<file path="config.mk">
export PLATFORM = sky130hd
export DESIGN_NAME = adc_front
export DESIGN_NICKNAME = d
export VERILOG_FILES = /design/src/rtl/adc_fe_pkg.sv /design/src/rtl/adc_cfg_regs.sv /design/src/rtl/adc_conv_stub.sv /design/src/rtl/adc_result_arb.sv /design/src/rtl/adc_front.sv
export SDC_FILE = /design/constraint.sdc
export NUM_CORES = 1
export LEC_CHECK = 0
export BUFFER_PORTS_ARGS = -buffer_cell sky130_fd_sc_hd__buf_4
export CORE_ASPECT_RATIO = 0.8
export CORE_UTILIZATION = 46
export DETAILED_ROUTE_END_ITERATION = 10
export PLACE_DENSITY_LB_ADDON = 0.08
export SLEW_MARGIN = 15
export SYNTH_ARGS = -nofsm -noshare
export SYNTH_HDL_FRONTEND = slang
export SYNTH_SLANG_ARGS = --single-unit
</file>
<file path="constraint.sdc">
create_clock -name clk -period 8.5 [get_ports clk]
set_input_delay 1.7 -clock clk [delete_from_list [all_inputs] [get_ports clk]]
set_output_delay 1.7 -clock clk [all_outputs]
set_load 0.1 [all_outputs]
</file>
<file path="src/rtl/adc_fe_pkg.sv">
package adc_fe_pkg;
  localparam int RES_W    = 10;
  localparam int N_CH     = 12;
  localparam int CH_W     = 4;
  localparam int PCFG_W   = 4;
  localparam int SEQ_W    = 10;
  localparam int CONV_CYC = 22;

  typedef enum logic [1:0] {WR_MODE = 2'd0, WR_CHAN = 2'd1, WR_PCFG = 2'd2, WR_FLAG = 2'd3} wr_sel_e;
  typedef enum logic [1:0] {RD_FULL = 2'd0, RD_HIGH = 2'd1, RD_MODE = 2'd2, RD_CFG = 2'd3} rd_sel_e;

  // stub sample: (83*ch + 37*seq + 5) mod 2^RES_W
  function automatic logic [RES_W-1:0] stub_sample(input logic [CH_W-1:0] ch,
                                                   input logic [SEQ_W-1:0] sq);
    logic [31:0] acc;
    acc = 32'(ch) * 32'd83 + 32'(sq) * 32'd37 + 32'd5;
    return acc[RES_W-1:0];
  endfunction

  function automatic logic [15:0] left_just(input logic [RES_W-1:0] r);
    return {r, {(16-RES_W){1'b0}}};
  endfunction

  function automatic logic [15:0] high_byte(input logic [RES_W-1:0] r);
    return {8'h00, r[RES_W-1 -: 8]};
  endfunction
endpackage

</file>
<file path="src/rtl/adc_cfg_regs.sv">
module adc_cfg_regs
  import adc_fe_pkg::*;
#(
  parameter int CH_W_P   = CH_W,
  parameter int N_CH_P   = N_CH,
  parameter int PCFG_W_P = PCFG_W
) (
  input  logic                clk,
  input  logic                rst_n,
  input  logic                wr_en,
  input  logic [1:0]          wr_sel,
  input  logic [7:0]          wr_data,
  output logic [7:0]          mode_q,
  output logic [CH_W_P-1:0]   chan_q,
  output logic [PCFG_W_P-1:0] pcfg_q,
  output logic                cfg_wr,
  output logic                chan_restart,
  output logic                flag_clr
);
  logic chan_ok;

  assign cfg_wr       = wr_en && (wr_sel != WR_FLAG);
  assign chan_ok      = 32'(wr_data) < N_CH_P;
  assign chan_restart = wr_en && (wr_sel == WR_CHAN) && chan_ok;
  assign flag_clr     = wr_en && (wr_sel == WR_FLAG);

  always_ff @(posedge clk) begin
    if (!rst_n) begin
      mode_q <= '0;
      chan_q <= '0;
      pcfg_q <= '0;
    end else begin
      if (wr_en && wr_sel == WR_MODE) mode_q <= wr_data;
      if (chan_restart)               chan_q <= wr_data[CH_W_P-1:0];
      if (wr_en && wr_sel == WR_PCFG) pcfg_q <= wr_data[PCFG_W_P-1:0];
    end
  end
endmodule

</file>
<file path="src/rtl/adc_conv_stub.sv">
module adc_conv_stub
  import adc_fe_pkg::*;
#(
  parameter int CONV_CYC_P = CONV_CYC
) (
  input  logic             clk,
  input  logic             rst_n,
  input  logic             run,
  input  logic             restart,
  input  logic [CH_W-1:0]  chan,
  output logic             done,
  output logic [RES_W-1:0] data
);
  localparam int CNT_W = $clog2(CONV_CYC_P);
  localparam logic [CNT_W-1:0] LAST = CNT_W'(CONV_CYC_P - 1);

  logic [CNT_W-1:0] cnt;
  logic [SEQ_W-1:0] seq;

  assign done = run && (cnt == LAST);
  assign data = stub_sample(chan, seq);

  always_ff @(posedge clk) begin
    if (!rst_n) begin
      cnt <= '0;
      seq <= '0;
    end else begin
      if (!run || restart || done) cnt <= '0;
      else                         cnt <= cnt + 1'b1;
      if (done) seq <= seq + 1'b1;
    end
  end
endmodule

</file>
<file path="src/rtl/adc_result_arb.sv">
module adc_result_arb
  import adc_fe_pkg::*;
(
  input  logic             clk,
  input  logic             rst_n,
  input  logic             done,
  input  logic [RES_W-1:0] data,
  input  logic             cfg_wr,
  input  logic             rd_res,
  input  logic             flag_clr,
  output logic [RES_W-1:0] res_q,
  output logic             commit,
  output logic             deferred,
  output logic             dropped,
  output logic             irq_flag
);
  logic             pend_v;
  logic [RES_W-1:0] pend_d;
  logic [RES_W-1:0] wdata;

  assign dropped  = done && cfg_wr;
  assign deferred = done && !cfg_wr && rd_res;
  assign commit   = pend_v || (done && !cfg_wr && !rd_res);
  assign wdata    = pend_v ? pend_d : data;

  always_ff @(posedge clk) begin
    if (!rst_n) begin
      pend_v   <= 1'b0;
      pend_d   <= '0;
      res_q    <= '0;
      irq_flag <= 1'b0;
    end else begin
      pend_v <= deferred;
      if (deferred) pend_d <= data;
      if (commit)   res_q  <= wdata;
      if (commit)        irq_flag <= 1'b1;
      else if (flag_clr) irq_flag <= 1'b0;
    end
  end
endmodule

</file>
<file path="src/rtl/adc_front.sv">
module adc_front
  import adc_fe_pkg::*;
(
  input  logic        clk,
  input  logic        rst_n,
  input  logic        wr_en,
  input  logic [1:0]  wr_sel,
  input  logic [7:0]  wr_data,
  input  logic        rd_en,
  input  logic [1:0]  rd_sel,
  output logic [15:0] rd_data,
  output logic        irq,
  output logic        irq_flag
);
  logic [7:0]        mode_q;
  logic [CH_W-1:0]   chan_q;
  logic [PCFG_W-1:0] pcfg_q;
  logic              cfg_wr, chan_restart, flag_clr;
  logic              run, done, rd_res, commit, deferred, dropped;
  logic [RES_W-1:0]  conv_data, res_q;

  assign run    = mode_q[7] & mode_q[0];
  assign rd_res = rd_en && (rd_sel == RD_FULL || rd_sel == RD_HIGH);
  assign irq    = commit;

  adc_cfg_regs u_cfg (
    .clk(clk), .rst_n(rst_n), .wr_en(wr_en), .wr_sel(wr_sel), .wr_data(wr_data),
    .mode_q(mode_q), .chan_q(chan_q), .pcfg_q(pcfg_q),
    .cfg_wr(cfg_wr), .chan_restart(chan_restart), .flag_clr(flag_clr)
  );

  adc_conv_stub u_stub (
    .clk(clk), .rst_n(rst_n), .run(run), .restart(chan_restart),
    .chan(chan_q), .done(done), .data(conv_data)
  );

  adc_result_arb u_arb (
    .clk(clk), .rst_n(rst_n), .done(done), .data(conv_data), .cfg_wr(cfg_wr),
    .rd_res(rd_res), .flag_clr(flag_clr), .res_q(res_q), .commit(commit),
    .deferred(deferred), .dropped(dropped), .irq_flag(irq_flag)
  );

  always_comb begin
    unique case (rd_sel)
      RD_FULL: rd_data = left_just(res_q);
      RD_HIGH: rd_data = high_byte(res_q);
      RD_MODE: rd_data = {8'h00, mode_q};
      default: rd_data = {8'(pcfg_q), 8'(chan_q)};
    endcase
  end
endmodule

</file>
Word level (Yosys, flattened, before mapping)
Cells that the tools add are included.

storage, ports and cells
  input port bits = 16
  bits in latches = 0
  flip-flop bits (word level) = 53
  bits in writable memories = 0
  memories kept = 0
  logic and storage cells = 51
  output and inout port bits = 18
  ROM bits = 0

cells by class
  bitwise operators = 2
  reduce and logical (&&, ||, !) cells = 22
  mux-type cells = 4
  div/mod/pow operators = 0
  add/sub/neg operators = 4
  multiply operators = 2
  order comparisons = 1
  eq/ne operators = 7
  shifts and indexed selects = 0

operators by type and width
  cell                   number
  $pmux 16 s3            1
  $logic_and 1x1->1      11
  $add 10x1->10 const B  1
  $add 10x10->10         1
  $add 10x3->10 const B  1
  $mul 10x6->10 const B  1
  $mul 4x7->10 const B   1
  $mux 10                1
  $lt 8x4->1 const B     1
  $eq 2x2->1 const B     3
  $add 5x1->5 const B    1
  $eq 5x5->1 const B     1
  $eq 2x1->1 const B     2
  $logic_not 2->1        2
  $logic_or 1x1->1       4
  $logic_not 1->1        3
  $mux 1                 2
  $ne 2x2->1 const B     1
  $reduce_bool 2->1      1
  $reduce_or 2->1        1
  $and 1x1->1            1
  $not 1->1              1

Longest topological paths before layout
  word-level depth = 7
  depth in mapped cells = 13
  depth with buffers taken out = 13

Hierarchy
From an unflattened synthesis, not the netlist that was laid out.

second synthesis, totals
  cells, all modules = 383
  area total of the unflattened synthesis = 3687.3 um^2

modules (own cells, without submodules)
  module          seq. area each (um^2)  times used  cells each  area an instance (um^2)
  adc_conv_stub   300.3                  1           191         1825.5
  adc_result_arb  440.4                  1           98          944.7
  adc_cfg_regs    320.3                  1           64          665.6
  adc_front       0.0                    1           30          251.5

Worst setup path before layout
OpenSTA, ideal clock, no wires.

  path type = input port to output port
  from = input rd_sel[0]
  to = output rd_data[6]
  data arrival time = 4233 ps
  path slack = 2567 ps
  required time = 6800 ps
  buffers on the path = 1
  stages = 3
  cells stage by stage = clkbuf_1 -> mux2i_1 -> o21ai_0

on the way
  longest elaborated chain between the ends = 2
  elaborated cells between the ends (all ways) = 4
  classes of those cells = eq/ne (2); mux (1); reduce/logical (1)

RTL lines
  element                                   RTL line         source
  start, declared                           adc_front.sv:10  input logic [1:0] rd_sel,
  $eq 2x2->1, or another cell as far along  adc_front.sv:44  unique case (rd_sel)
  $pmux 16 s3 (*)                           adc_front.sv:44
  end, declared                             adc_front.sv:11  output logic [15:0] rd_data,

Every way passes the cells marked *; elsewhere a longest branch is shown, timed or not.

Final worst setup path
  from = input wr_sel[0]
  to = output irq

on the way
  longest elaborated chain between the ends = 6

RTL lines
  element                         RTL line              source
  start, declared                 adc_front.sv:7        input logic [1:0] wr_sel,
  $ne 2x2->1                      adc_cfg_regs.sv:22    assign cfg_wr = wr_en && (wr_sel != WR_FLAG);
  $logic_and 1x1->1               adc_cfg_regs.sv:22
  $logic_not 1->1                 adc_result_arb.sv:23  assign commit = pend_v || (done && !cfg_wr && !rd_res);
  $logic_and 1x1->1 (2 in a row)  adc_result_arb.sv:23
  $logic_or 1x1->1                adc_result_arb.sv:23
  end, declared                   adc_front.sv:12       output logic irq,

Every way passes these cells.

==> results.md <==
- Switching share of power: 0.260
- CTS Sinks: 53
- Status: completed
- Worst-margin pin slew: approximately 1.1 ns
- Final Skew: ~0.015 ns
- Non-filler cells, final: around 500
- Placer Congestion: between 0.7 and 0.8
- DR DRC count: 0
- Clk slew on worst S/H paths: ~0.1 ns
- Switch Pwr: 113 uW
- Final max-slew violation count: 0
- RSZ-0062 raised after global routing: no
- Synth Flop Type: dfxtp_1
- Htree depth: 2
- Top cell family by delay on the critical path: compound AO/OA/AOI/OAI gates
- Async set or reset register ratio after synthesis: 0
- Largest net degree at the start of global routing: 43
- 1st-pass router iterations: 4
- Std cell rows: 28
- Worst reg-to-reg setup slack: ~4.2 ns
- Share of layout cells above drive strength 1: 0.138
- Area delta synth->final: 12.0%
- Num CTS Buffers: 5
- Crit-path cells: buf_4, nand2_1, a2111oi_4, or2_2, buf_4
- Ys Warns: 0
- Final setup vio count: 0
- Hold Crit Start: u_arb.pend_d[3]
- Starting DRT DRC Count: slightly below 80
- Synth Cell Area: roughly 3500 sq um
- Post-synthesis register bit count: 53
- CTS hold repair buffers: 0
- CP max-delay cell: a2111oi_4
- HPWL after DPL: ~6000 microns
- Fmax: between 150 and 200 MHz
- Crit path capture type: output pin
- Max-cap check violation count: 0
- Setup crit start kind: input pin
- Commonest cells after routing, fill and taps aside: dfxtp_1 (53), nor2_1 (44), ha_1 (41)
- Setup bufs post-CTS: 0
- Initial Util: 0.477
- CTS tree: yes
- Crit Path Category: in2out
- Minimum clock period: about 5.2 ns
- Final Hold Fails: 0
- Vias in the first global route: 2494
- Cts repair resizes: 0
- Crit path from: wr_sel[0]
- Routed vias: roughly 2600
- Vias per cell: roughly 5.2
- Headroom to the max-slew limit: 0.260
- Final ANT Viol Nets: 0
- CP dominant cell by count: buf_4
- Ports: 34
- Clock root buffer: clkbuf_8
- DP Cell Count: between 400 and 500
- Antenna Cells: 0
- Mapped Nets: between 400 and 500
- Final core occ: 0.535
- Syn Area/Cell: approximately 9.6 sq um
- WL/cell: approximately 15 microns
- Die area: slightly above 8000 sq um
- CP Max Fanout: 16
- Deepest clock path buffer count: 2
- P_int: around 320 uW
- Synth Instances: about 370
- Die H: around 81 microns
- Total global-route track usage: 0.204
- Power density over cell area: approximately 110 nW/um^2
- Core footprint: about 7400 sq um
- Sequential Power Share: 0.580
- Leakage power: 0.00189 uW
- Reg2reg start: u_stub.seq[4]
- Worst EP arrival: around 3.5 ns
- Most common cell after layout, fill and taps aside: dfxtp_1
- Logic gate share of total power: 0.070
- CP required: slightly below 7 ns
- Worst IR Drop VDD: slightly below 0.00008 V
- First-pass GRT wire length: roughly 12000 microns
- Setup_tns: 0 ns
- Detailed Route WL: between 7000 and 8000 microns
- # nets final: 471
- Die X: 100 microns
- Initial antenna violation count: 0
- Fin crit share: 0.612
- Sequential-to-total area share from yosys stat: 0.299
- Largest stage delay on the critical path: approximately 1 ns
- Buffers on Ports: 33
- Clk pwr share: 0.350
- Filler cells: between 700 and 800
- Distinct cell type count after synthesis: 45
- EDFF count, synth: 0
- Critical path buffers and inverters: 2
- Worst-Skew Late Latency: about 0.32 ns
- Min-delay worst type: reg2reg
- Remaining Overflow, GRT: 0
-- cell usage after synthesis (3+ instances only) --
master | instances | area, sq um
clkbuf_1 | 5 | 18.8
nand2_1 | 17 | 63.8
a211oi_1 | 4 | 30.0
nor2_1 | 44 | 165
fa_1 | 16 | 320
o21a_1 | 3 | 22.5
a31oi_1 | 4 | 25.0
nand3_1 | 10 | 50.1
or3_1 | 6 | 37.5
dfxtp_1 | 53 | 1060
xor2_1 | 6 | 52.6
o211a_1 | 3 | 30.0
a21oi_1 | 10 | 50.1
mux2i_1 | 28 | 280
o21ai_0 | 13 | 65.1
mux2_2 | 4 | 45.0
and2_1 | 6 | 37.5
ha_1 | 41 | 513
xnor2_1 | 15 | 131
a21o_1 | 3 | 22.5
inv_1 | 31 | 116
a22o_1 | 10 | 87.6
buf_1 | 4 | 15.0
nor2b_1 | 4 | 25.0
-- per-layer routing --
layer	vias to the layer above	share of wire	track usage
met2	32	0.44	0.308
met4	0	0.0070	0.0493
met3	5	0.025	0.0400
met5	-	0	0
met1	1260	0.53	0.296
li1	1342	-	-
-- worst paths after layout --
kind                     to  cells past startpoint
min          u_arb.res_q[3]                      2
max                     irq                      5
max reg2reg  u_arb.res_q[8]                     13
min reg2reg  u_arb.res_q[3]                      2
-- area by class of cell --
cell class / count / area [sq um] / area share
multi-input cells: 273 / 2310 / 0.582
clock buffers: 5 / 68.8 / 0.0173
well taps: 105 / 131 / 0.0331
inverters: 31 / 116 / 0.0293
clock inverters: 3 / 26.3 / 0.00662
flip-flops and latches: 53 / 1060 / 0.267
repair buffers: 34 / 255 / 0.0643
-- cell families (layout without fill, tap and decap cells) --
kind of cell	count (synthesis)	after routing	share of synthesized area
adder cells (fa/ha/maj)	57	57	0.235
AO/OA/AOI/OAI	63	63	0.132
XOR/XNOR	22	22	0.0582
flip-flops	53	53	0.299
AND/OR/NAND/NOR	99	99	0.136
buffers and inverters	43	73	0.0484
multiplexers	32	32	0.0918
-- power by group through the flow --
stage	Sequential, uW	Clock (uW)	Combinational, uW
floorplan	257	0	19.1
global placement	257	0	30.5
detailed placement	257	0	30.8
CTS	252	155	30.8
global route	252	165	33.1
finish	252	152	30.6
-- stage by stage --
| step | total power (uW) | setup WS, ns | hold WS (ns) | area, sq um |
|---|---|---|---|---|
| 2_1_floorplan | 276 | 2.57 | 0.432 | 3540 |
| 3_3_place_gp | 288 | 3.36 | 0.442 | 3880 |
| 3_5_place_dp | 288 | 3.35 | 0.447 | 3880 |
| 4_1_cts | 438 | 3.35 | 0.468 | 3970 |
| 5_1_grt | 450 | 3.20 | 0.507 | 3970 |
| 6_report | 434 | 3.30 | 0.468 | 3970 |
-- worst min-delay path, cell delays in order, from the launching register on --
cell     delay, ns
dfxtp_1       0.33
nand2_1       0.05
a21oi_1       0.05
-- sequential cells by signal (all words and copies together), names as in the netlist --
name / flops
u_stub.cnt: 5
u_cfg.chan_q: 4
u_arb.irq_flag: 1
u_arb.res_q: 10
u_cfg.mode_q: 8
u_stub.seq: 10
u_arb.pend_d: 10
u_arb.pend_v: 1
u_cfg.pcfg_q: 4
Note: power is estimated with default switching activity, not from simulation.
